<file path="src/rtl/gpio_edge_pkg.sv">
package gpio_edge_pkg;
  localparam int ADDR_W = 6;

  localparam logic [ADDR_W-1:0] OFF_LEVEL  = 6'h00;
  localparam logic [ADDR_W-1:0] OFF_DIR    = 6'h04;
  localparam logic [ADDR_W-1:0] OFF_SET    = 6'h08;
  localparam logic [ADDR_W-1:0] OFF_CLR    = 6'h0C;
  localparam logic [ADDR_W-1:0] OFF_RISE   = 6'h10;
  localparam logic [ADDR_W-1:0] OFF_FALL   = 6'h14;
  localparam logic [ADDR_W-1:0] OFF_STATUS = 6'h18;
  localparam logic [ADDR_W-1:0] OFF_ALT    = 6'h1C;
endpackage

</file>
<file path="src/rtl/gpio_sync.sv">
module gpio_sync #(
  parameter int WIDTH  = 28,
  parameter int STAGES = 2
) (
  input  logic             clk_i,
  input  logic             rst_ni,
  input  logic [WIDTH-1:0] d_i,
  output logic [WIDTH-1:0] q_o
);
  logic [WIDTH-1:0] stage_q [STAGES];

  for (genvar s = 0; s < STAGES; s++) begin : g_stage
    always_ff @(posedge clk_i or negedge rst_ni) begin
      if (!rst_ni) stage_q[s] <= '0;
      else if (s == 0) stage_q[s] <= d_i;
      else stage_q[s] <= stage_q[(s == 0) ? 0 : s-1];
    end
  end

  assign q_o = stage_q[STAGES-1];
endmodule

</file>
<file path="src/rtl/gpio_edge_det.sv">
module gpio_edge_det #(
  parameter int NUM_PINS = 28
) (
  input  logic                clk_i,
  input  logic                rst_ni,
  input  logic [NUM_PINS-1:0] sync_i,
  input  logic [NUM_PINS-1:0] dir_i,
  input  logic [NUM_PINS-1:0] rise_en_i,
  input  logic [NUM_PINS-1:0] fall_en_i,
  input  logic [NUM_PINS-1:0] clr_i,
  output logic [NUM_PINS-1:0] status_o
);
  logic [NUM_PINS-1:0] prev_q, status_q, det;

  always_comb begin
    det = ((sync_i & ~prev_q & rise_en_i) | (~sync_i & prev_q & fall_en_i)) & ~dir_i;
  end

  always_ff @(posedge clk_i or negedge rst_ni) begin
    if (!rst_ni) begin
      prev_q   <= '0;
      status_q <= '0;
    end else begin
      prev_q   <= sync_i;
      // new edge wins over a clearing write in the same cycle
      status_q <= (status_q & ~clr_i) | det;
    end
  end

  assign status_o = status_q;


  out_no_status_chk: assert property (@(posedge clk_i) disable iff (!rst_ni)
    1'b1 |=> ((status_q & ~$past(status_q) & $past(dir_i)) == '0));


  sticky_status_chk: assert property (@(posedge clk_i) disable iff (!rst_ni)
    1'b1 |=> ((($past(status_q) & ~$past(clr_i)) & ~status_q) == '0));


  clear_status_chk: assert property (@(posedge clk_i) disable iff (!rst_ni)
    1'b1 |=> ((status_q & $past(clr_i) & ~$past(det)) == '0));
endmodule

</file>
<file path="src/rtl/gpio_regs.sv">
module gpio_regs
  import gpio_edge_pkg::*;
#(
  parameter int NUM_PINS = 28,
  parameter int DATA_W   = 32
) (
  input  logic                clk_i,
  input  logic                rst_ni,
  input  logic                req_i,
  input  logic                we_i,
  input  logic [ADDR_W-1:0]   addr_i,
  input  logic [DATA_W-1:0]   wdata_i,
  output logic [DATA_W-1:0]   rdata_o,
  input  logic [NUM_PINS-1:0] sync_i,
  input  logic [NUM_PINS-1:0] status_i,
  output logic [NUM_PINS-1:0] dir_o,
  output logic [NUM_PINS-1:0] latch_o,
  output logic [NUM_PINS-1:0] rise_en_o,
  output logic [NUM_PINS-1:0] fall_en_o,
  output logic [NUM_PINS-1:0] stat_clr_o
);
  localparam int PAD_W = DATA_W - NUM_PINS;

  logic [NUM_PINS-1:0] dir_q, latch_q, rise_q, fall_q;
  logic [DATA_W-1:0]   alt_q;
  logic [NUM_PINS-1:0] wpins;
  logic                wr, rd;

  assign wr    = req_i & we_i;
  assign rd    = req_i & ~we_i;
  assign wpins = wdata_i[NUM_PINS-1:0];

  always_ff @(posedge clk_i or negedge rst_ni) begin
    if (!rst_ni) begin
      dir_q   <= '0;
      latch_q <= '0;
      rise_q  <= '0;
      fall_q  <= '0;
      alt_q   <= '0;
    end else if (wr) begin
      case (addr_i)
        OFF_DIR:  dir_q   <= wpins;
        OFF_SET:  latch_q <= latch_q | wpins;
        OFF_CLR:  latch_q <= latch_q & ~wpins;
        OFF_RISE: rise_q  <= wpins;
        OFF_FALL: fall_q  <= wpins;
        OFF_ALT:  alt_q   <= wdata_i;
        default: ;
      endcase
    end
  end

  assign stat_clr_o = (wr && addr_i == OFF_STATUS) ? wpins : '0;

  always_comb begin
    rdata_o = '0;
    if (rd) begin
      case (addr_i)
        OFF_LEVEL:  rdata_o = {{PAD_W{1'b0}}, (latch_q & dir_q) | (sync_i & ~dir_q)};
        OFF_DIR:    rdata_o = {{PAD_W{1'b0}}, dir_q};
        OFF_RISE:   rdata_o = {{PAD_W{1'b0}}, rise_q};
        OFF_FALL:   rdata_o = {{PAD_W{1'b0}}, fall_q};
        OFF_STATUS: rdata_o = {{PAD_W{1'b0}}, status_i};
        OFF_ALT:    rdata_o = alt_q;
        default:    rdata_o = '0;
      endcase
    end
  end

  assign dir_o     = dir_q;
  assign latch_o   = latch_q;
  assign rise_en_o = rise_q;
  assign fall_en_o = fall_q;


  set_latch_chk: assert property (@(posedge clk_i) disable iff (!rst_ni)
    (wr && addr_i == OFF_SET) |=> ((latch_q & $past(wpins)) == $past(wpins)));


  clr_latch_chk: assert property (@(posedge clk_i) disable iff (!rst_ni)
    (wr && addr_i == OFF_CLR) |=> ((latch_q & $past(wpins)) == '0));


  unmapped_read_chk: assert property (@(posedge clk_i) disable iff (!rst_ni)
    (rd && addr_i[1:0] != 2'b00) |-> (rdata_o == '0));
endmodule

</file>
<file path="src/rtl/gpio_edge_ctrl.sv">
module gpio_edge_ctrl
  import gpio_edge_pkg::*;
#(
  parameter int NUM_PINS       = 28,
  parameter int NUM_DIRECT_IRQ = 11,
  parameter int DATA_W         = 32,
  parameter int SYNC_STAGES    = 2
) (
  input  logic                      clk_i,
  input  logic                      rst_ni,
  input  logic                      req_i,
  input  logic                      we_i,
  input  logic [ADDR_W-1:0]         addr_i,
  input  logic [DATA_W-1:0]         wdata_i,
  output logic [DATA_W-1:0]         rdata_o,
  input  logic [NUM_PINS-1:0]       pin_i,
  output logic [NUM_PINS-1:0]       pin_o,
  output logic [NUM_PINS-1:0]       pin_oe_o,
  output logic [NUM_DIRECT_IRQ-1:0] irq_low_o,
  output logic                      irq_high_o
);
  logic [NUM_PINS-1:0] sync, status, dir, latch, rise_en, fall_en, stat_clr;

  gpio_sync #(.WIDTH(NUM_PINS), .STAGES(SYNC_STAGES)) i_sync (
    .clk_i, .rst_ni, .d_i(pin_i), .q_o(sync)
  );

  gpio_regs #(.NUM_PINS(NUM_PINS), .DATA_W(DATA_W)) i_regs (
    .clk_i, .rst_ni, .req_i, .we_i, .addr_i, .wdata_i, .rdata_o,
    .sync_i(sync), .status_i(status), .dir_o(dir), .latch_o(latch),
    .rise_en_o(rise_en), .fall_en_o(fall_en), .stat_clr_o(stat_clr)
  );

  gpio_edge_det #(.NUM_PINS(NUM_PINS)) i_edge (
    .clk_i, .rst_ni, .sync_i(sync), .dir_i(dir), .rise_en_i(rise_en),
    .fall_en_i(fall_en), .clr_i(stat_clr), .status_o(status)
  );

  assign pin_o      = latch & dir;
  assign pin_oe_o   = dir;
  assign irq_low_o  = status[NUM_DIRECT_IRQ-1:0];
  assign irq_high_o = |status[NUM_PINS-1:NUM_DIRECT_IRQ];


  high_irq_fall_chk: assert property (@(posedge clk_i) disable iff (!rst_ni)
    $fell(irq_high_o) |-> $past(|stat_clr[NUM_PINS-1:NUM_DIRECT_IRQ]));


  low_irq_fall_chk: assert property (@(posedge clk_i) disable iff (!rst_ni)
    1'b1 |=> (($past(irq_low_o) & ~irq_low_o & ~$past(stat_clr[NUM_DIRECT_IRQ-1:0])) == '0));
endmodule

</file>
<file path="config.mk">
export PLATFORM = sky130hd
export DESIGN_NAME = gpio_edge_ctrl
export DESIGN_NICKNAME = d
export VERILOG_FILES = /design/src/rtl/gpio_edge_pkg.sv /design/src/rtl/gpio_sync.sv /design/src/rtl/gpio_edge_det.sv /design/src/rtl/gpio_regs.sv /design/src/rtl/gpio_edge_ctrl.sv
export SDC_FILE = /design/constraint.sdc
export NUM_CORES = 1
export LEC_CHECK = 0
export BUFFER_PORTS_ARGS = -buffer_cell sky130_fd_sc_hd__buf_2
export CAP_MARGIN = 20
export CORE_MARGIN = 3
export CORE_UTILIZATION = 30
export DETAILED_ROUTE_END_ITERATION = 12
export PLACE_DENSITY_LB_ADDON = 0.05
export SYNTH_ARGS = -nofsm -noshare
export SYNTH_HDL_FRONTEND = slang
export SYNTH_SLANG_ARGS = --single-unit
</file>
<file path="constraint.sdc">
create_clock -name clk_i -period 1.4 [get_ports clk_i]
set_input_delay 0.07 -clock clk_i [delete_from_list [all_inputs] [get_ports clk_i]]
set_output_delay 0.07 -clock clk_i [all_outputs]
set_load 0.03 [all_outputs]
</file>
==> results.cfg <==
[synth]
synth_area_leader_cell = dfrtp_1
synth_area_um2 = 11410
synth_top_area_share = 0.5614
seq_area_frac_synth = 0.5614
ys_types = 31
synth-xor-area-share = 0
post_synth_fa_ha_maj_area_fraction = 0
synth.area.top_cells = dfrtp_1 (56%), mux2_2 (12%), mux2_1 (4.9%)
synth_nets = 958
muxShareOfSynthArea = 0.1697
ys_ff_latch = 256
yosysWarningCount = 0
synth_top_family_by_area = multiplexers
syn_avg_cell_area_um2 = 12.85
synth-simple-area-share = 0.1349
synthCells = 888
synth_compound_area_frac = 0.1013

[worst_setup_path]
r2r_cells = 4
critPathMaxStageDelay_ps = 490
cp.arrival_ps = 2200
required_ps = 1330
critPathSlowestCell = or4_4
cp_num_buf_inv = 2
path_depth = 5
cp-start-kind = flop
crit_path_max_fanout = 2
critPathKind = reg2out
crit_chain = nor4_2 > buf_4 > nand4_1 > or4_4 > buf_6
cp-startpoint = i_edge.status_o[26]
cpLargestDelayFamily = simple AND/OR/NAND/NOR gates
endpoint_kind = output port
r2r_start = i_regs.dir_o[7]

[cts]
h-tree-depth = 1
clk_pin_slew_ps = 60
clk_latency_ps = 560
cts_root_buf = clkbuf_16
clockBufferDepth = 3
cts_sinks = 256
numCtsBuffers = 31
cts_tree = done

[layout]
nets = 1341
fin_util = 0.4564
num_antenna_cells = 0
syn_to_final_growth_pct = 48.18
n_fill_cell = 3461
stdcell_area_um2 = 16910
final_cell_mix = dfrtp_1 (248), buf_4 (131), buf_2 (101)
final_cell_count_no_fill = 1799
drive_above_1_share = 0.5012
layout_commonest_cell = dfrtp_1

[worst_hold_path]
min_path_cells = 5
hold_path_startpoint = addr_i[5]
min_path_type = in2reg

[route]
dr.pass1.iters = 4
drtIter0Drc = 315
drt_wl_total_mm = 37.80
routed-via-count = 8923
ant_nets = 0
drc = 0
routedWlPerCell_um = 21.01
via_per_inst = 4.960

[place]
numPlacedInstances = 1601
hpwl_mm = 24.55
placed_cell_area_um2 = 13670
io_buffers = 169
gp_congestion = 0.7411

[timing]
rsz0062_at_grt = yes
slew_viol_final = 0
slew_headroom = 0.7073
max_freq_mhz = 440.9
final-setup-viol-count = 59
final.setup.worst_slack_ps = -868.3
min_period_ps = 2268
worst_slew_pin_slew_ps = 437.2
hold_violations = 0
skew_ps = 5.991
period_share = 1.620

[grt]
grtUsageTotal = 0.1833
grt_overflow = 0
first_global_vias = 9420
grt_antenna_before_repair = 0
grt_pass1_wl_mm = 58.28
grt_max_degree = 68

[die]
die_w_um = 201.0
die-area_um2 = 40410
ios = 170
die_h_um = 201.0
design.core.area_um2 = 37050
rows = 70
start_util = 0.3080

[run_status]
status = finished with violations
violations = setup timing

[power]
p_total_mw = 21.54
leakagePower_nw = 7.763
powerDensity_nw_per_um2 = 1274
max-vdd-ir-drop_mv = 0.9460

[run]
cap_violations = 0
[worst register-to-register path, cell delays in order (launching register included)]
cell and delay [ps]:
dfrtp_1 410, buf_6 140, buf_6 110, buf_4 130, mux2_2 250
[kinds of logic after synthesis]
group / after synthesis
flip-flops: 256
AND/OR/NAND/NOR: 223
multiplexers: 172
buffers and inverters: 69
AO/OA/AOI/OAI: 168
[cells in the mapped netlist (all sizes together)]
| cell type | n |
|---|---|
| a21o | 28 |
| a21oi | 28 |
| a31oi | 56 |
| and2 | 32 |
| and3 | 4 |
| and3b | 2 |
| and4 | 2 |
| and4b | 1 |
| buf | 50 |
| clkbuf | 19 |
| dfrtp | 256 |
| mux2 | 172 |
| nand2 | 2 |
| nand3 | 57 |
| nand3b | 57 |
| nand4 | 1 |
| nand4b | 28 |
| nor2 | 1 |
| nor3 | 1 |
| nor4 | 4 |
| nor4b | 2 |
| o211ai | 28 |
| o221ai | 28 |
| or2 | 28 |
| or4 | 1 |
[cell type report]
cell class | instances | area [um2] | share of cell area
Multi-Input combinational cell | 563 | 5070 | 0.2998
Sequential cell | 256 | 6416 | 0.3795
Clock inverter | 16 | 214.0 | 0.01265
Clock buffer | 41 | 843.3 | 0.04987
Tap cell | 504 | 630.6 | 0.03729
Timing Repair Buffer | 419 | 3735 | 0.2209
[routing by layer]
metal,part of all wire,wire length [um],vias up,global-route usage
li1,-,-,4136,-
met1,0.46,17470,4581,0.2520
met2,0.48,18300,158,0.3076
met3,0.038,1424,48,0.02757
met4,0.016,616,0,0.03965
met5,0,0,-,0
[what timing repair did]
item / CTS / global route
hold buffers: 62 / 0
gates resized for setup: 239 / 39
hold endpoints to repair: 456 / 0
pin swaps: 44 / 27
setup buffers: 62 / 32
setup endpoints to repair: 62 / 63
[where the power goes]
group	internal, mW	total, mW	leakage (nW)	switching, mW
clock	5.13	8.31	0.519	3.18
sequential	8.28	8.92	3.22	0.640
combinational	2.37	4.31	4.02	1.94
[metrics by stage]
step	hold slack [ps]	setup TNS [ps]	setup WS, ps
3_5_place_dp	-42.01	-39860	-416.0
4_1_cts	97.52	-18180	-921.2
3_3_place_gp	-42.02	-35350	-419.9
6_report	100.8	-13250	-868.3
2_1_floorplan	-225.6	-2749	-138.4
5_1_grt	87.02	-17300	-977.2
[path summary, 6_finish.rpt]
kind / endpoint / slack [ps]
setup / recovery: irq_high_o / -870
hold / removal: flop / 100
setup reg to reg: i_regs.dir_o[7] / 260
hold reg to reg: i_sync.q_o[26] / 340
max in group asynchronous: i_regs.dir_o[5] / 450
min in group asynchronous: asynchronous set/reset pin / 160
(Power assumes the default switching activity.)
